==> src/rtl/ewd_pkg.sv <==
package ewd_pkg;

  // Counter width needed to hold values 0 .. period-1.
  function automatic int ewd_count_bits(input int period);
    int bits;
    bits = $clog2(period);
    if (bits < 1) bits = 1;
    return bits;
  endfunction

  // Terminal count at which the period expires.
  function automatic int ewd_last_count(input int period);
    return period - 1;
  endfunction

  // Rising edges from a strobe change until its timeout.
  function automatic int ewd_edge_latency(input int stages, input int period);
    return stages + 1 + period;
  endfunction

endpackage

==> src/rtl/ewd_sync.sv <==
module ewd_sync #(
  parameter int STAGES = 2
) (
  input  logic clk,
  input  logic rst_n,
  input  logic async_i,
  output logic sync_o
);
  logic [STAGES-1:0] chain_q;

  generate
    for (genvar g = 0; g < STAGES; g++) begin : g_stage
      if (g == 0) begin : g_first
        always_ff @(posedge clk or negedge rst_n) begin
          if (!rst_n) chain_q[0] <= 1'b0;
          else        chain_q[0] <= async_i;
        end
      end else begin : g_next
        always_ff @(posedge clk or negedge rst_n) begin
          if (!rst_n) chain_q[g] <= 1'b0;
          else        chain_q[g] <= chain_q[g-1];
        end
      end
    end
  endgenerate

  assign sync_o = chain_q[STAGES-1];
endmodule

==> src/rtl/ewd_edge.sv <==
module ewd_edge (
  input  logic clk,
  input  logic rst_n,
  input  logic level_i,
  output logic rise_o,
  output logic fall_o,
  output logic any_o
);
  logic prev_q;

  always_ff @(posedge clk or negedge rst_n) begin
    if (!rst_n) prev_q <= 1'b0;
    else        prev_q <= level_i;
  end

  assign rise_o = level_i & ~prev_q;
  assign fall_o = ~level_i & prev_q;
  assign any_o  = rise_o | fall_o;
endmodule

==> src/rtl/ewd_timer.sv <==
module ewd_timer
  import ewd_pkg::*;
#(
  parameter int PERIOD_CYCLES = 16,
  localparam int CW = ewd_count_bits(PERIOD_CYCLES)
) (
  input  logic          clk,
  input  logic          rst_n,
  input  logic          enable_i,
  input  logic          hold_i,
  input  logic          clear_i,
  output logic [CW-1:0] count_o,
  output logic          expire_o
);
  localparam logic [CW-1:0] LAST = CW'(ewd_last_count(PERIOD_CYCLES));

  logic [CW-1:0] count_q;
  logic          expire_q;
  logic          frozen;
  logic          at_limit;

  assign frozen   = hold_i | ~enable_i;
  assign at_limit = (count_q == LAST);

  always_ff @(posedge clk or negedge rst_n) begin
    if (!rst_n) begin
      count_q  <= '0;
      expire_q <= 1'b0;
    end else if (frozen || clear_i) begin
      count_q  <= '0;
      expire_q <= 1'b0;
    end else if (at_limit) begin
      count_q  <= '0;
      expire_q <= 1'b1;
    end else begin
      count_q  <= count_q + CW'(1);
      expire_q <= 1'b0;
    end
  end

  assign count_o  = count_q;
  assign expire_o = expire_q;
endmodule

==> src/rtl/edge_watchdog.sv <==
module edge_watchdog
  import ewd_pkg::*;
#(
  parameter int SYNC_STAGES   = 2,
  parameter int PERIOD_CYCLES = 16,
  localparam int CW = ewd_count_bits(PERIOD_CYCLES)
) (
  input  logic clk,
  input  logic rst_n,
  input  logic strobe_i,
  input  logic strobe_driven_i,
  input  logic reset_active_i,
  output logic timeout_o
);
  logic          strobe_sync;
  logic          strobe_rise;
  logic          strobe_fall;
  logic          strobe_edge;
  logic [CW-1:0] wd_count;
  logic          wd_expire;

  ewd_sync #(.STAGES(SYNC_STAGES)) sync_i (
    .clk     (clk),
    .rst_n   (rst_n),
    .async_i (strobe_i),
    .sync_o  (strobe_sync)
  );

  ewd_edge edge_i (
    .clk     (clk),
    .rst_n   (rst_n),
    .level_i (strobe_sync),
    .rise_o  (strobe_rise),
    .fall_o  (strobe_fall),
    .any_o   (strobe_edge)
  );

  ewd_timer #(.PERIOD_CYCLES(PERIOD_CYCLES)) timer_i (
    .clk      (clk),
    .rst_n    (rst_n),
    .enable_i (strobe_driven_i),
    .hold_i   (reset_active_i),
    .clear_i  (strobe_edge),
    .count_o  (wd_count),
    .expire_o (wd_expire)
  );

  assign timeout_o = wd_expire;
endmodule

==> config.mk <==
export PLATFORM = sky130hd
export DESIGN_NAME = edge_watchdog
export DESIGN_NICKNAME = d
export VERILOG_FILES = /design/src/rtl/ewd_pkg.sv /design/src/rtl/ewd_sync.sv /design/src/rtl/ewd_edge.sv /design/src/rtl/ewd_timer.sv /design/src/rtl/edge_watchdog.sv
export SDC_FILE = /design/constraint.sdc
export NUM_CORES = 1
export LEC_CHECK = 0
export CAP_MARGIN = 0
export CELL_PAD_IN_SITES_DETAIL_PLACEMENT = 0
export CELL_PAD_IN_SITES_GLOBAL_PLACEMENT = 1
export CORE_AREA = 2 2 39 41
export CTS_CLUSTER_DIAMETER = 80
export DETAILED_ROUTE_END_ITERATION = 12
export DIE_AREA = 0 0 41 43
export DONT_BUFFER_PORTS = 1
export PLACE_DENSITY = 0.49
export SYNTH_ARGS = -nofsm -noshare
export SYNTH_HDL_FRONTEND = slang
export SYNTH_HIERARCHICAL = 1
export SYNTH_SLANG_ARGS = --single-unit
==> constraint.sdc <==
create_clock -name clk -period 1.3 [get_ports clk]
set_input_delay 0.325 -clock clk [delete_from_list [all_inputs] [get_ports clk]]
set_output_delay 0.325 -clock clk [all_outputs]
set_load 0.05 [all_outputs]
==> results of run 1 <==
through the flow:
stage | util [%] | area (sq um) | std cells | TNS (ns) | setup WS (ns)
finish | 27.0 | 374 | 44 | -0.0575 | -0.0531
global route | 27.0 | 374 | 44 | -0.260 | -0.125
CTS | 27.0 | 374 | 44 | -0.0901 | -0.0586
detailed placement | 24.1 | 334 | 39 | -0.0786 | -0.0632
global placement | 24.1 | 334 | 39 | -0.0451 | -0.0226
floorplan | - | 314 | 23 | -0.000603 | -0.000603
registers in the layout, indices dropped and copies added (netlist names):
register,cells
sync_i/sync_o,1
sync_i/chain_q,1
edge_i/prev_q,1
timer_i/expire_o,1
timer_i/count_o,4
final timing paths:
kind / to / slack (ns) / cells past startpoint
hold / removal: sync_i/chain_q[0] / 0.10 / 0
setup reg to reg: timer_i/count_o[3] / -0.05 / 5
min in group asynchronous: sync_i/sync_o / 0.42 / 1
setup / recovery: timer_i/count_o[3] / -0.05 / 5
hold reg to reg: sync_i/sync_o / 0.36 / 0
max in group asynchronous: timer_i/expire_o / 0.61 / 1
power by group through the flow:
stage | Sequential (mW) | Combinational, mW | Clock, mW
global placement | 0.264 | 0.0126 | 0
finish | 0.261 | 0.0211 | 0.185
floorplan | 0.263 | 0.0110 | 0
detailed placement | 0.265 | 0.0125 | 0
CTS | 0.261 | 0.0222 | 0.195
global route | 0.261 | 0.0243 | 0.208
repair_timing:
| action | CTS | global route |
|---|---|---|
| pin swaps | 1 | 1 |
| endpoints found under the hold margin | 8 | 0 |
| hold buffers | 1 | 0 |
| setup endpoints to repair | 2 | 4 |
| buffers inserted | 1 | 0 |
metal layers:
layer,GRT usage [%],vias up
li1,-,88
met1,7.24,88
met4,10.0,0
met2,10.3,3
met3,4.71,2
met5,0,-
layout make-up:
cell class              instances  area (sq um)  share of cell area (%)
clock buffers                   3          22.5                    6.02
inverters                       3          11.3                    3.01
multi-input cells              12           103                    27.4
flip-flops and latches          8           200                    53.5
well taps                      16          20.0                    5.35
repair buffers                  2          17.5                    4.68
==> flow_summary.yaml, run 1 <==
clocking:
  cts.clk_slew.worst_paths_ns: 0.05
  cts_root_buf: "clkbuf_4"
  cts_sinks: 8
  cts-resized-gates: 0
  cts_tree: "yes"
  numCtsBuffers: 3
  cts_buffer_depth: 2
  clock_latency_ns: 0.25
  htreeDepth: 1
power:
  power_frac_seq_pct: 55.9
  fin_total_pwr_mw: 0.467
  clkPwrFrac_pct: 39.6
  p_sw_share_pct: 20.4
  vdd_drop_max_mv: 0.348
  intPower_mw: 0.371
  p_switching_mw: 0.0951
  power_frac_comb_pct: 4.5
  leakagePower_nw: 0.181
  p_per_area_nw_per_um2: 1250
drt:
  dr_wl_met3_um: 23
  wl_met2_um: 235
  wl_met1_um: 228
  wl_per_cell_um: 11.4
  vias: 181
  antenna_left: 0
  drc: 0
  firstDrtPassIters: 4
  viasPerCell: 4.11
  top_layer_used: "met4"
  drt_iter0_drc: 10
  wl_um: 500
sta:
  worst_pin_slew_ns: 0.450
  fin_skew_ns: 0.00403
  slew_headroom_pct: 70.0
  final_max_slew_viol_count: 0
  max_freq_mhz: 739
  hold_viol: 0
  setup_violations: 2
  rsz0062_at_grt: "true"
  worst_slack_ns: -0.0531
  timing.hold.ws_ns: 0.100
  min_period_ns: 1.35
  min_period_over_period_pct: 104
synth:
  synth_area_per_cell_sq_um: 13.7
  syn_nets: 30
  synthCells: 23
  syn_area_sq_um: 314
  synth_warnings: 6
global_route:
  grt_pass1_vias: 208
  grt_usage_pct: 7.99
  grt_antenna_before_repair: 0
  gr-total-overflow: 0
  grt_pass1_wl_um: 841
  grt_start_max_net_pins: 9
cells_and_area:
  layout_common_cells: "dfrtp_1 (8), clkbuf_4 (3), inv_1 (3), nor2_1 (3), ha_1 (2)"
  final_common_cell: "dfrtp_1"
  antenna_cells: 0
  final_nets: 37
  area_growth_syn_to_layout_pct: 19.1
  drive_gt1_share_pct: 25.0
  nFillCells: 152
floorplan:
  initial_utilization_pct: 22.7
  die_h_um: 43
  core-area_sq_um: 1380
  fp.dieW_um: 41
  placementRows: 14
  io_pins: 6
  die-area_sq_um: 1760
setup_path:
  crit_top_cell: "inv_1"
  timing.rr.start: "sync_i/sync_o"
  crit_slowest_cell: "or3b_4"
  arrival_ns: 1.51
  crit_required_ns: 1.46
  crit_path_end_kind: "flip-flop"
  startpoint: "sync_i/sync_o"
  slowest_delay_ns: 0.40
  path_delay_family: "simple AND/OR/NAND/NOR gates"
  critPathMaxFanout: 5
  critical_path_class: "flip-flop to flip-flop"
  critPathBufInv: 2
  crit_path_cell_trace: "inv_1 > ha_1 > inv_1 > or3b_4 > a311oi_2"
  crit_path_start_kind: "flip-flop"
hold_path:
  holdCritPathClass: "input port to flip-flop"
  min-delay-start: "strobe_i"
status:
  violations: "negative setup slack"
  status: "finished with violations"
job:
  cap_violations: 0
place:
  gp_congestion: 0.718
  port_buffers: 0
Note: power is estimated with default switching activity, not from simulation.
==> run 2, diff against run 1 <==
==> constraint.sdc (replaced) <==
create_clock -name clk -period 1.3 [get_ports clk]
set_input_delay 0.195 -clock clk [delete_from_list [all_inputs] [get_ports clk]]
set_output_delay 0.195 -clock clk [all_outputs]
set_load 0.05 [all_outputs]
==> run 2 against run 1 <==
Compared with the run above:
- first-iteration DRC count is the same
- register-to-register slack is essentially flat
- the run still ends with negative setup slack left
- sequential power is essentially flat
- largest power group unchanged
- critical endpoint unchanged
- highest routed layer unchanged
- via count grew 2.2%
- clock skew is essentially flat
- design area rose by 2.7%
==> flow_summary.yaml, run 2 (synthesis results as in run 1) <==
drt:
  drt_iter0_drc: 10
  drc: 0
  viasPerCell: 4.11
  wl_per_cell_um: 11.1
  vias: 185
  wl_um: 501
  antenna_left: 0
  firstDrtPassIters: 3
cells_and_area:
  final_common_cell: "dfrtp_1"
  area_growth_syn_to_layout_pct: 22.3
  largest_reg_flops: 4
  multiInputGateArea_sq_um: 103
  drive_gt1_share_pct: 24.1
  layout_common_cells: "dfrtp_1 (8), clkbuf_4 (3), inv_1 (3), nor2_1 (3)"
  nFillCells: 151
  final_area_sq_um: 384
  final_nets: 38
  seqCellArea_sq_um: 200
  final_core_util_pct: 27.8
  antenna_cells: 0
setup_path:
  crit_path_end_kind: "flip-flop"
  r2r_end: "timer_i/count_o[3]"
  timing.rr.start: "sync_i/sync_o"
  cp-endpoint: "timer_i/count_o[3]"
  r2r_slack_ns: -0.05
  crit_required_ns: 1.46
  critical_path_class: "flip-flop to flip-flop"
  cp.depth: 5
  crit_path_cell_trace: "inv_1 > ha_1 > inv_1 > or3b_4 > a311oi_2"
  crit_slowest_cell: "or3b_4"
  startpoint: "sync_i/sync_o"
  crit_path_start_kind: "flip-flop"
  slowest_delay_ns: 0.40
  critPathMaxFanout: 5
  path_delay_family: "simple AND/OR/NAND/NOR gates"
  critPathBufInv: 2
  crit_top_cell: "inv_1"
  r2r_cells: 5
  arrival_ns: 1.51
place:
  post_dp_cell_area_sq_um: 334
  gp_congestion: 0.718
  port_buffers: 0
global_route:
  grt_pass1_vias: 210
  grt_antenna_before_repair: 0
  grt_start_max_net_pins: 9
  grt_pass1_wl_um: 841
  gr-total-overflow: 0
  grt_usage_pct: 7.99
power:
  vdd_drop_max_mv: 0.358
  p_per_area_nw_per_um2: 1220
  leakagePower_nw: 0.185
floorplan:
  core-area_sq_um: 1380
  die_h_um: 43
  fp.dieW_um: 41
  die-area_sq_um: 1760
  placementRows: 14
  io_pins: 6
  initial_utilization_pct: 22.7
clocking:
  cts_sinks: 8
  cts-resized-gates: 0
  cts_root_buf: "clkbuf_4"
  htreeDepth: 1
  numCtsBuffers: 3
  clock_latency_ns: 0.25
  cts_buffer_depth: 2
  cts.clk_slew.worst_paths_ns: 0.05
  cts_tree: "yes"
hold_path:
  holdCritPathClass: "input port to flip-flop"
  min_delay_path_depth: 2
job:
  cap_violations: 0
status:
  violations: "negative setup slack"
  status: "finished with violations"
sta:
  timing.hold.ws_ns: 0.165
  min_period_over_period_pct: 104
  worst_pin_slew_ns: 0.450
  max_freq_mhz: 739
  final_max_slew_viol_count: 0
  hold_viol: 0
  rsz0062_at_grt: "true"
  min_period_ns: 1.35
  fin_tns_setup_ns: -0.0574
  worst_slack_ns: -0.0531
  fin_skew_ns: 0.00402
  slew_headroom_pct: 70.0
  setup_violations: 2
==> run 2: final cells by class <==
| cell class | instances | area share (%) |
|---|---|---|
| inverters | 3 | 2.93 |
| well taps | 16 | 5.21 |
| clock buffers | 3 | 5.86 |
| flip-flops and latches | 8 | 52.1 |
| multi-input cells | 12 | 26.7 |
| repair buffers | 3 | 7.17 |
==> run 2: metal layers <==
| metal | GRT usage, % | up-vias | share of wire [%] | routed length (um) |
|---|---|---|---|---|
| li1 | - | 90 | - | - |
| met1 | 7.24 | 90 | 46 | 232 |
| met2 | 10.3 | 3 | 47 | 233 |
| met3 | 4.71 | 2 | 4.6 | 23 |
| met4 | 10.0 | 0 | 2.2 | 11 |
| met5 | 0 | - | 0 | 0 |
==> run 2: repair_timing <==
action	in CTS	in global routing
hold endpoints to repair	9	0
hold buffers	2	0
pin swaps	1	1
setup buffers	1	0
setup endpoints to repair	2	4
==> run 2: power by group <==
group          total, mW  internal (mW)  leakage (nW)  switching [mW]
sequential         0.261          0.256         0.104         0.00459
clock              0.185          0.105        0.0138          0.0794
combinational     0.0235         0.0120        0.0667          0.0115
total              0.469          0.373         0.185          0.0955
==> run 2: worst min-delay path by stage <==
stage | slack [ns] | to | from
after floorplan | -0.10 | edge_i/prev_q | rst_n
after global placement | -0.10 | edge_i/prev_q | rst_n
after detailed placement | -0.10 | sync_i/sync_o | rst_n
after CTS | 0.16 | timer_i/count_o[1] | reset_active_i
after global routing | 0.16 | timer_i/count_o[1] | reset_active_i
final | 0.17 | timer_i/count_o[1] | reset_active_i
==> run 2: worst register-to-register path: stages (launching register included) <==
cell	delay, ns
dfrtp_1	0.34
inv_1	0.04
ha_1	0.26
inv_1	0.03
or3b_4	0.40
a311oi_2	0.19
==> run 2: metrics by stage <==
step | setup slack (ns) | total power, mW | cells
5_1_grt | -0.125 | 0.496 | 45
3_5_place_dp | -0.0632 | 0.278 | 39
3_3_place_gp | -0.0226 | 0.277 | 39
2_1_floorplan | -0.000603 | 0.274 | 23
4_1_cts | -0.0586 | 0.480 | 45
6_report | -0.0531 | 0.469 | 45
==> run 3, diff against run 2 <==
--- a/config.mk
+++ b/config.mk
@@ -5,6 +5,7 @@
 export SDC_FILE = /design/constraint.sdc
 export NUM_CORES = 1
 export LEC_CHECK = 0
+export BUFFER_PORTS_ARGS = -buffer_cell sky130_fd_sc_hd__buf_2
 export CAP_MARGIN = 0
 export CELL_PAD_IN_SITES_DETAIL_PLACEMENT = 0
 export CELL_PAD_IN_SITES_GLOBAL_PLACEMENT = 1
@@ -12,8 +13,7 @@
 export CTS_CLUSTER_DIAMETER = 80
 export DETAILED_ROUTE_END_ITERATION = 12
 export DIE_AREA = 0 0 41 43
-export DONT_BUFFER_PORTS = 1
-export PLACE_DENSITY = 0.49
+export PLACE_DENSITY = 0.54
 export SYNTH_ARGS = -nofsm -noshare
 export SYNTH_HDL_FRONTEND = slang
 export SYNTH_HIERARCHICAL = 1
==> run 3 against run 2 <==
Compared with the run above:
- the run still ends with negative setup slack left
- final cell count is 13% higher
- sequential cell count stayed put
- largest cell class unchanged
- power is 2.6% higher
- die area stayed put
- critical path type unchanged
- worst setup slack worse by 0.017 ns
- utilization is 2.5 points higher
==> flow_summary.yaml, run 3 (synthesis results as in run 1) <==
status:
  status: "finished with violations"
  violations: "negative setup slack"
sta:
  rsz0062_at_grt: "true"
  min_period_over_period_pct: 105
  setup_violations: 4
  min_period_ns: 1.37
  hold_viol: 0
  worst_slack_ns: -0.0700
  worst_pin_slew_ns: 0.247
  final_max_slew_viol_count: 0
  max_freq_mhz: 730
  fin_tns_setup_ns: -0.251
  fin_skew_ns: 0.000669
  timing.hold.ws_ns: 0.0467
  slew_headroom_pct: 83.7
clocking:
  cts_sinks: 8
  cts.clk_slew.worst_paths_ns: 0.05
  cts_root_buf: "clkbuf_4"
  cts_tree: "yes"
  clock_latency_ns: 0.25
  htreeDepth: 1
  numCtsBuffers: 3
  cts_buffer_depth: 2
floorplan:
  io_pins: 6
  core-area_sq_um: 1380
  die_h_um: 43
  initial_utilization_pct: 22.7
  placementRows: 14
  fp.dieW_um: 41
  die-area_sq_um: 1760
place:
  place_inst: 44
  dpl.hpwl_um: 358
  gp_congestion: 0.621
  port_buffers: 5
  place_ws_ns: -0.103
  post_dp_cell_area_sq_um: 359
global_route:
  gr-total-overflow: 0
  grt_pass1_wl_um: 903
  grt_start_max_net_pins: 9
  grt_antenna_before_repair: 0
  grt_usage_pct: 8.41
  grt_pass1_vias: 215
drt:
  drt_iter0_drc: 3
  drc: 0
  wl_um: 493
  viasPerCell: 4.04
  firstDrtPassIters: 4
  antenna_left: 0
  wl_per_cell_um: 9.67
  vias: 206
cells_and_area:
  drive_gt1_share_pct: 45.7
  final_nets: 44
  largest_reg_flops: 4
  layout_common_cells: "dfrtp_1 (8), buf_2 (5), clkbuf_4 (3), inv_1 (3), buf_4 (3)"
  final_common_cell: "dfrtp_1"
  stdcell_count: 51
  final_core_util_pct: 30.3
  antenna_cells: 0
  final_area_sq_um: 419
  area_growth_syn_to_layout_pct: 33.5
hold_path:
  min-delay-start: "strobe_i"
  holdCritPathClass: "input port to flip-flop"
setup_path:
  crit_path_end_kind: "flip-flop"
  crit_required_ns: 1.46
  startpoint: "sync_i/sync_o"
  timing.rr.start: "sync_i/sync_o"
  crit_path_start_kind: "flip-flop"
  critical_path_class: "flip-flop to flip-flop"
  arrival_ns: 1.53
  critPathMaxFanout: 5
power:
  intPower_mw: 0.380
  p_per_area_nw_per_um2: 1150
  clkPwrFrac_pct: 39.2
  p_switching_mw: 0.101
  leakagePower_nw: 0.210
  vdd_drop_max_mv: 0.592
  power_frac_seq_pct: 54.0
  p_sw_share_pct: 21.0
  power_frac_comb_pct: 6.8
  fin_total_pwr_mw: 0.481
job:
  cap_violations: 0
-- run 3: layer usage --
metal  up-vias  global-route usage (%)  share of wire [%]
met5         -                       0                  0
met4         0                       0                  0
met3         0                    9.42                 11
met2         8                    10.6                 45
met1        96                    10.3                 44
li1        102                       -                  -
-- run 3: worst paths after layout --
check | endpoint | slack (ns) | depth (start not counted)
max reg2reg | timer_i/count_o[3] | -0.07 | 5
max in group asynchronous | sync_i/sync_o | 0.83 | 2
max | timer_i/count_o[3] | -0.07 | 5
min reg2reg | sync_i/sync_o | 0.35 | 0
min | sync_i/chain_q[0] | 0.05 | 1
min in group asynchronous | timer_i/count_o[0] | 0.31 | 2
-- run 3: area by class of cell --
class | instances | area [sq um]
clock buffers | 3 | 22.5
well taps | 16 | 20.0
repair buffers | 9 | 57.6
flip-flops and latches | 8 | 200
fillers | 151 | 965
inverters | 3 | 11.3
multi-input cells | 12 | 108
-- run 3: repair_timing --
action,4_1_cts,5_1_grt
pin swaps,1,2
endpoints found under the hold margin,8,0
endpoints found under the setup margin,3,5
resized for setup,0,2
hold buffers,1,0
buffers inserted,1,2
-- run 3: power groups by stage --
stage	Sequential, mW	Clock, mW	Combinational (mW)
global route	0.261	0.220	0.0371
CTS	0.260	0.199	0.0286
floorplan	0.263	0	0.0110
detailed placement	0.265	0	0.0235
global placement	0.264	0	0.0223
finish	0.260	0.188	0.0325
-- run 3: critical path: stages, from the launching register on --
cell      delay (ns)
dfrtp_1         0.34
inv_1           0.05
ha_1            0.27
inv_1           0.04
or3b_4          0.40
a311oi_2        0.19
